--- src/rtl/updown_timebase.sv ---
module updown_timebase #(
  parameter int W = 16
) (
  input  logic         clk,
  input  logic         rst,
  input  logic         wr_en,
  input  logic [1:0]   wr_sel,
  input  logic [W-1:0] wr_data,
  input  logic         sync_in,
  output logic [W-1:0] cnt,
  output logic         dir_down,
  output logic         zero_evt,
  output logic         prd_evt,
  output logic         sync_out
);

  localparam logic [W-1:0] ONE = {{(W-1){1'b0}}, 1'b1};

  logic [W-1:0] prd_shadow, prd_act, phase_reg;
  logic         phase_en, sync_src;
  logic         load, at_top;

  assign load     = phase_en & sync_in;
  assign zero_evt = (cnt == '0);
  assign at_top   = (prd_act != '0) && (cnt >= prd_act);
  assign prd_evt  = !dir_down && at_top;
  assign sync_out = sync_src ? sync_in : zero_evt;

  always_ff @(posedge clk) begin
    if (rst) begin
      prd_shadow <= '0;
      phase_reg  <= '0;
      phase_en   <= 1'b0;
      sync_src   <= 1'b0;
    end else if (wr_en) begin
      case (wr_sel)
        2'd0: prd_shadow <= wr_data;
        2'd1: phase_reg  <= wr_data;
        2'd2: begin
          phase_en <= wr_data[0];
          sync_src <= wr_data[1];
        end
        default: ;
      endcase
    end
  end

  always_ff @(posedge clk) begin
    if (rst)           prd_act <= '0;
    else if (zero_evt) prd_act <= prd_shadow;
  end

  always_ff @(posedge clk) begin
    if (rst) begin
      cnt      <= '0;
      dir_down <= 1'b0;
    end else if (load) begin
      cnt      <= phase_reg;
      dir_down <= 1'b0;
    end else if (prd_act == '0) begin
      cnt      <= '0;
      dir_down <= 1'b0;
    end else if (!dir_down) begin
      if (at_top) begin
        cnt      <= cnt - ONE;
        dir_down <= 1'b1;
      end else begin
        cnt <= cnt + ONE;
      end
    end else begin
      if (zero_evt) begin
        cnt      <= ONE;
        dir_down <= 1'b0;
      end else begin
        cnt <= cnt - ONE;
      end
    end
  end

endmodule


--- config.mk ---
export PLATFORM = sky130hd
export DESIGN_NAME = updown_timebase
export DESIGN_NICKNAME = d
export VERILOG_FILES = /design/src/rtl/updown_timebase.sv
export SDC_FILE = /design/constraint.sdc
export NUM_CORES = 1
export LEC_CHECK = 0
export BUFFER_PORTS_ARGS = -buffer_cell sky130_fd_sc_hd__buf_2
export CAP_MARGIN = 20
export CORE_ASPECT_RATIO = 0.8
export CORE_MARGIN = 1
export CORE_UTILIZATION = 62
export DETAILED_ROUTE_END_ITERATION = 10
export PLACE_DENSITY = 0.9
export RECOVER_POWER = 25
export SYNTH_ARGS = -nofsm -noshare
export SYNTH_HDL_FRONTEND = slang
export SYNTH_SLANG_ARGS = --single-unit
--- constraint.sdc ---
create_clock -name clk -period 3.6 [get_ports clk]
set_input_delay 0.54 -clock clk [delete_from_list [all_inputs] [get_ports clk]]
set_output_delay 0.54 -clock clk [all_outputs]
set_load 0.1 [all_outputs]
==> impl_metrics.csv, run 1 <==
group,metric,value,unit
run_status,status,"completed",
grt,overflow,0,
power,combPwrFrac,52.2,%
yosys,synth.distinct_cells,46,
placed_design,hpwlAfterDp,6660,microns
worst_setup_path,slowest_delay,0.48,ns
yosys,synth_cells,446,
worst_setup_path,crit_chain,"inv_1, ha_1, nand2b_1, a2111oi_0, nand3b_1, and3_1, nor3_2, buf_2",
grt,antenna_found_initial,0,
sta,drv_slew,0,
power,pwr-share-clk,21.3,%
yosys,synth-async-reset-ratio,0,%
worst_setup_path,endpoint_kind,"output pin",
worst_setup_path,slowest_stage,"dfxtp_1",
cells_and_area,fin_cells,557,
sta,period_share,90.2,%
floorplan,start_util,66.7,%
sta,fin_skew,0.00797,ns
clock_network,h-tree-depth,3,
cells_and_area,final_core_util,75.6,%
worst_hold_path,hp-class,"input port to flip-flop",
placed_design,portBuffers,41,
power,powerDensity,879,nW/um^2
yosys,synth_area,3480,sq um
power,seq_power_share,26.4,%
clock_network,tritoncts,"done",
sta,rsz0062_at_grt,"no",
worst_setup_path,arrival,2.71,ns
cells_and_area,final_common_cell,"nand2_1",
sta,relSlewSlack,10.6,%
placed_design,place_inst,540,
floorplan,pin_count,42,
placed_design,gp_congestion,1.01,
clock_network,clock_latency,0.35,ns
floorplan,die_h,69.0,microns
cells_and_area,antenna_cells,0,
power,irDropWorstVdd,0.709,mV
sta,finalSetupViolations,0,
clock_network,cts_hold_buffers,0,
clock_network,clkSinkCount,67,
yosys,yosys_register_bits,67,
floorplan,core-area,5210,sq um
floorplan,rows,23,
sta,final_hold_viol_count,0,
clock_network,cts_resized,0,
routing,antenna_left,0,
clock_network,numCtsBuffers,9,
grt,grt_pass1_wl,15200,microns
cells_and_area,area_growth,13.3,%
power,p_leak,1.52,nW
grt,grt_max_degree,34,
routing,drt_wl_total,9540,microns
worst_setup_path,rrSetupSlack,0.90,ns
floorplan,die_width,85.7,microns
cells_and_area,layout_common_cells,"nand2_1, dfxtp_1, a21oi_1, buf_2, inv_1",
worst_setup_path,critPathLaunchType,"flip-flop",
grt,grt_pass1_vias,3137,
clock_network,cts_buffer_depth,2,
power,p_int,1.76,mW
worst_setup_path,worstPathMaxFanout,7,
yosys,avgSynthCellArea,7.79,sq um
worst_setup_path,worstSetupPathType,"flip-flop to output pin",
cells_and_area,final_nets,518,
worst_setup_path,required,3.06,ns
yosys,synth_nets,487,
run,max-cap-violations,0,
yosys,yosys_warnings,0,
routing,drtIter0Drc,268,
yosys,synth_edf_count,0,
power,switchingPower,1.70,mW
clock_network,post-cts-setup-buffer-count,0,
routing,routedWlPerCell,17.1,microns
grt,grtUsageTotal,34.4,%
routing,drtPass1Iterations,5,
sta,worst_pin_slew,1.34,ns
sta,max_freq,308,MHz
sta,min_period,3.25,ns
yosys,yosysSeqAreaShare,38.6,%
cells_and_area,drive_gt1_share,14.5,%
routing,drc,0,
power,switching_share,49.0,%
routing,dr_total_vias,3438,
routing,vias_per_cell,6.17,
yosys,ys.flop_type,"dfxtp_1",
clock_network,clkTransAtPathRegs,0.08,ns
clock_network,clock-root-buffer,"clkbuf_8",
floorplan,die-area,5910,sq um
## critical path, delay by kind of cell (launching register included)
family / cells / cell delay (ns)
AND/OR/NAND/NOR: 4 / 0.70
adder cells (fa/ha/maj): 1 / 0.30
buffers and inverters: 2 / 0.45
AO/OA/AOI/OAI: 1 / 0.41
flip-flops: 1 / 0.48
## synthesized netlist by cell type (all sizes together), types with 6 or more instances
cell type	n	share of area (%)
nand4	6	1.1
xor2	10	2.5
dfxtp	67	39
nand2	115	13
a2bb2oi	8	2.0
inv	24	2.7
nor3	9	1.3
clkbuf	23	2.5
nor2	20	2.2
o21ai	14	2.0
ha	19	6.8
xnor2	16	4.0
nor4	9	2.0
a21oi	54	7.8
nand3	6	0.86
## logic make-up (layout without fill, tap and decap cells)
logic type	Yosys count	count (layout)	share of synthesized area, %
compound gates	93	93	16.1
xor+xnor	26	26	6.55
fa+ha+maj	19	19	6.84
buf+inv	50	86	5.94
flops	67	67	38.6
mux	2	2	0.576
simple gates	189	189	25.4
## per-stage QoR
step / hold WS [ns] / power (mW) / setup WS (ns) / instance area (sq um) / TNS (ns)
final: 0.427 / 3.46 / 0.354 / 3940 / 0
after CTS: 0.425 / 3.43 / 0.404 / 3940 / 0
after detailed placement: 0.449 / 2.70 / 0.830 / 3700 / 0
after floorplan: 0.436 / 2.34 / -0.263 / 3490 / -0.263
after global placement: 0.444 / 2.66 / 0.939 / 3700 / 0
after global routing: 0.437 / 3.62 / 0.153 / 3940 / 0
## final cells by class
type                            instances  area [sq um]
Multi-Input combinational cell        329          1940
Sequential cell                        67          1340
Fill cell                             364          1270
Timing Repair Buffer                   46           236
Clock buffer                           11           151
Tap cell                               75          93.8
Inverter                               24          92.6
Clock inverter                          5          82.6
## layer usage
layer	track usage, %	part of all wire, %	vias to the layer above
li1	-	-	1592
met1	43.3	42	1609
met2	56.7	45	205
met3	8.69	9.8	32
met4	15.4	3.0	0
met5	0	0	-
## path summary, 6_finish.rpt
path,depth (start not counted),start,to
min,3,wr_data[10],phase_reg[10]
max,8,cnt[0],prd_evt
min reg2reg,2,prd_shadow[8],prd_shadow[8]
max reg2reg,9,cnt[0],cnt[5]
## power by group through the flow
stage | clock network, mW | registers, mW | logic (mW)
6_report | 0.738 | 0.915 | 1.81
3_5_place_dp | 0 | 0.923 | 1.78
5_1_grt | 0.770 | 0.921 | 1.93
4_1_cts | 0.734 | 0.909 | 1.79
2_1_floorplan | 0 | 1.08 | 1.27
3_3_place_gp | 0 | 0.916 | 1.75
No activity file was read; power rests on OpenSTA's default activity.
==> run 2, diff against run 1 <==
--- a/constraint.sdc
+++ b/constraint.sdc
@@ -3,2 +3,2 @@
 set_output_delay 0.54 -clock clk [all_outputs]
-set_load 0.1 [all_outputs]
+set_load 0.01 [all_outputs]
==> impl_metrics.csv, run 2 (same netlist as run 1, synthesis figures left out) <==
group,metric,value,unit
power,irDropWorstVdd,0.407,mV
sta,drv_slew,0,
grt,grt_max_degree,56,
sta,worst_pin_slew,1.17,ns
sta,period_share,84.1,%
placed_design,pre_cts_ws,1.03,ns
worst_hold_path,hp-class,"input port to flip-flop",
worst_setup_path,worstSetupPathType,"flip-flop to output pin",
floorplan,pin_count,42,
clock_network,post-cts-setup-buffer-count,0,
placed_design,hpwlAfterDp,6510,microns
sta,holdWs,0.430,ns
routing,routedWlPerCell,16.2,microns
clock_network,clock_latency,0.36,ns
placed_design,portBuffers,41,
floorplan,die_width,85.7,microns
routing,vias_per_cell,6.00,
worst_setup_path,endpoint_kind,"output pin",
sta,final_hold_viol_count,0,
floorplan,die-area,5910,sq um
clock_network,clkTransAtPathRegs,0.08,ns
clock_network,cts_buffer_depth,2,
sta,min_period,3.03,ns
cells_and_area,final_common_cell,"nand2_1",
clock_network,clkSinkCount,67,
clock_network,numCtsBuffers,9,
worst_setup_path,worstPathMaxFanout,7,
floorplan,rows,23,
cells_and_area,final_cell_area,3890,sq um
power,powerDensity,741,nW/um^2
grt,grt_pass1_vias,2977,
clock_network,clock-root-buffer,"clkbuf_8",
power,finalPower,2.89,mW
worst_setup_path,required,3.06,ns
sta,max_freq,330,MHz
placed_design,gp_congestion,0.998,
sta,relSlewSlack,21.5,%
clock_network,h-tree-depth,3,
power,p_leak,1.50,nW
sta,tns,0,ns
floorplan,die_h,69.0,microns
floorplan,core-area,5210,sq um
cells_and_area,antenna_cells,0,
routing,dr_total_vias,3329,
sta,layout_setup_ws,0.573,ns
clock_network,cts_hold_buffers,0,
cells_and_area,final_nets,516,
cells_and_area,area_growth,12.1,%
clock_network,tritoncts,"done",
cells_and_area,layout_common_cells,"nand2_1, dfxtp_1, a21oi_1, buf_2, inv_1",
clock_network,cts_resized,0,
routing,drtIter0Drc,397,
sta,finalSetupViolations,0,
grt,overflow,0,
run_status,status,"completed",
routing,drt_wl_total,9010,microns
worst_setup_path,critPathLaunchType,"flip-flop",
worst_setup_path,arrival,2.49,ns
placed_design,place_area,3680,sq um
grt,grt_pass1_wl,14400,microns
sta,fin_skew,0.00793,ns
routing,antenna_left,0,
sta,rsz0062_at_grt,"no",
grt,antenna_found_initial,0,
floorplan,start_util,66.7,%
routing,drtPass1Iterations,5,
grt,grtUsageTotal,33.2,%
cells_and_area,drive_gt1_share,14.0,%
run,max-cap-violations,0,
cells_and_area,nFillCells,405,
routing,drc,0,
## run 2: cell types whose count changed in the layout (fill, tap and decap cells not counted), sizes merged
cell / before / now
clkinv: 1 / 4
clkbuf: 14 / 12
inv: 26 / 24
bufinv: 2 / 1
## run 2: worst max-delay path, stage by stage, from the launching register on
cell and delay [ns]:
dfxtp_1 0.45, inv_1 0.12, ha_1 0.30, nand2b_1 0.13, a2111oi_0 0.42, nand3b_1 0.20
and3_1 0.28, nor3_1 0.08, buf_2 0.15
## run 2: power by group
group | leakage (nW) | switching, mW | internal, mW
combinational | 0.845 | 0.803 | 0.512
sequential | 0.543 | 0.101 | 0.811
clock | 0.109 | 0.302 | 0.360
## run 2: routing by layer
layer | share of wire (%) | GRT usage (%) | vias to the layer above
met5 | 0 | 0 | -
met4 | 2.8 | 16.9 | 0
met3 | 10 | 9.40 | 32
met2 | 45 | 51.8 | 164
met1 | 42 | 42.6 | 1548
li1 | - | - | 1585
## run 2: stage by stage
step	cells	utilization, %
final	555	74.8
after global routing	555	74.8
after CTS	555	74.8
after detailed placement	539	70.7
after global placement	539	70.7
after floorplan	446	-
## run 2: layout make-up
class                           instances  area [sq um]  share of cell area, %
Clock buffer                           11           151                   3.89
Clock inverter                          5          61.3                   1.57
Inverter                               24          92.6                   2.38
Multi-Input combinational cell        329          1930                   49.5
Sequential cell                        67          1340                   34.4
Tap cell                               75          93.8                   2.41
Timing Repair Buffer                   44           226                   5.81
## run 2: worst paths after layout
path	from	end	slack, ns	depth (start not counted)
worst min-delay path	wr_data[9]	phase_reg[9]	0.43	3
worst max-delay path	cnt[0]	prd_evt	0.57	8
worst max register to register	cnt[0]	cnt[7]	0.93	8
worst min register to register	prd_shadow[10]	prd_shadow[10]	0.46	2
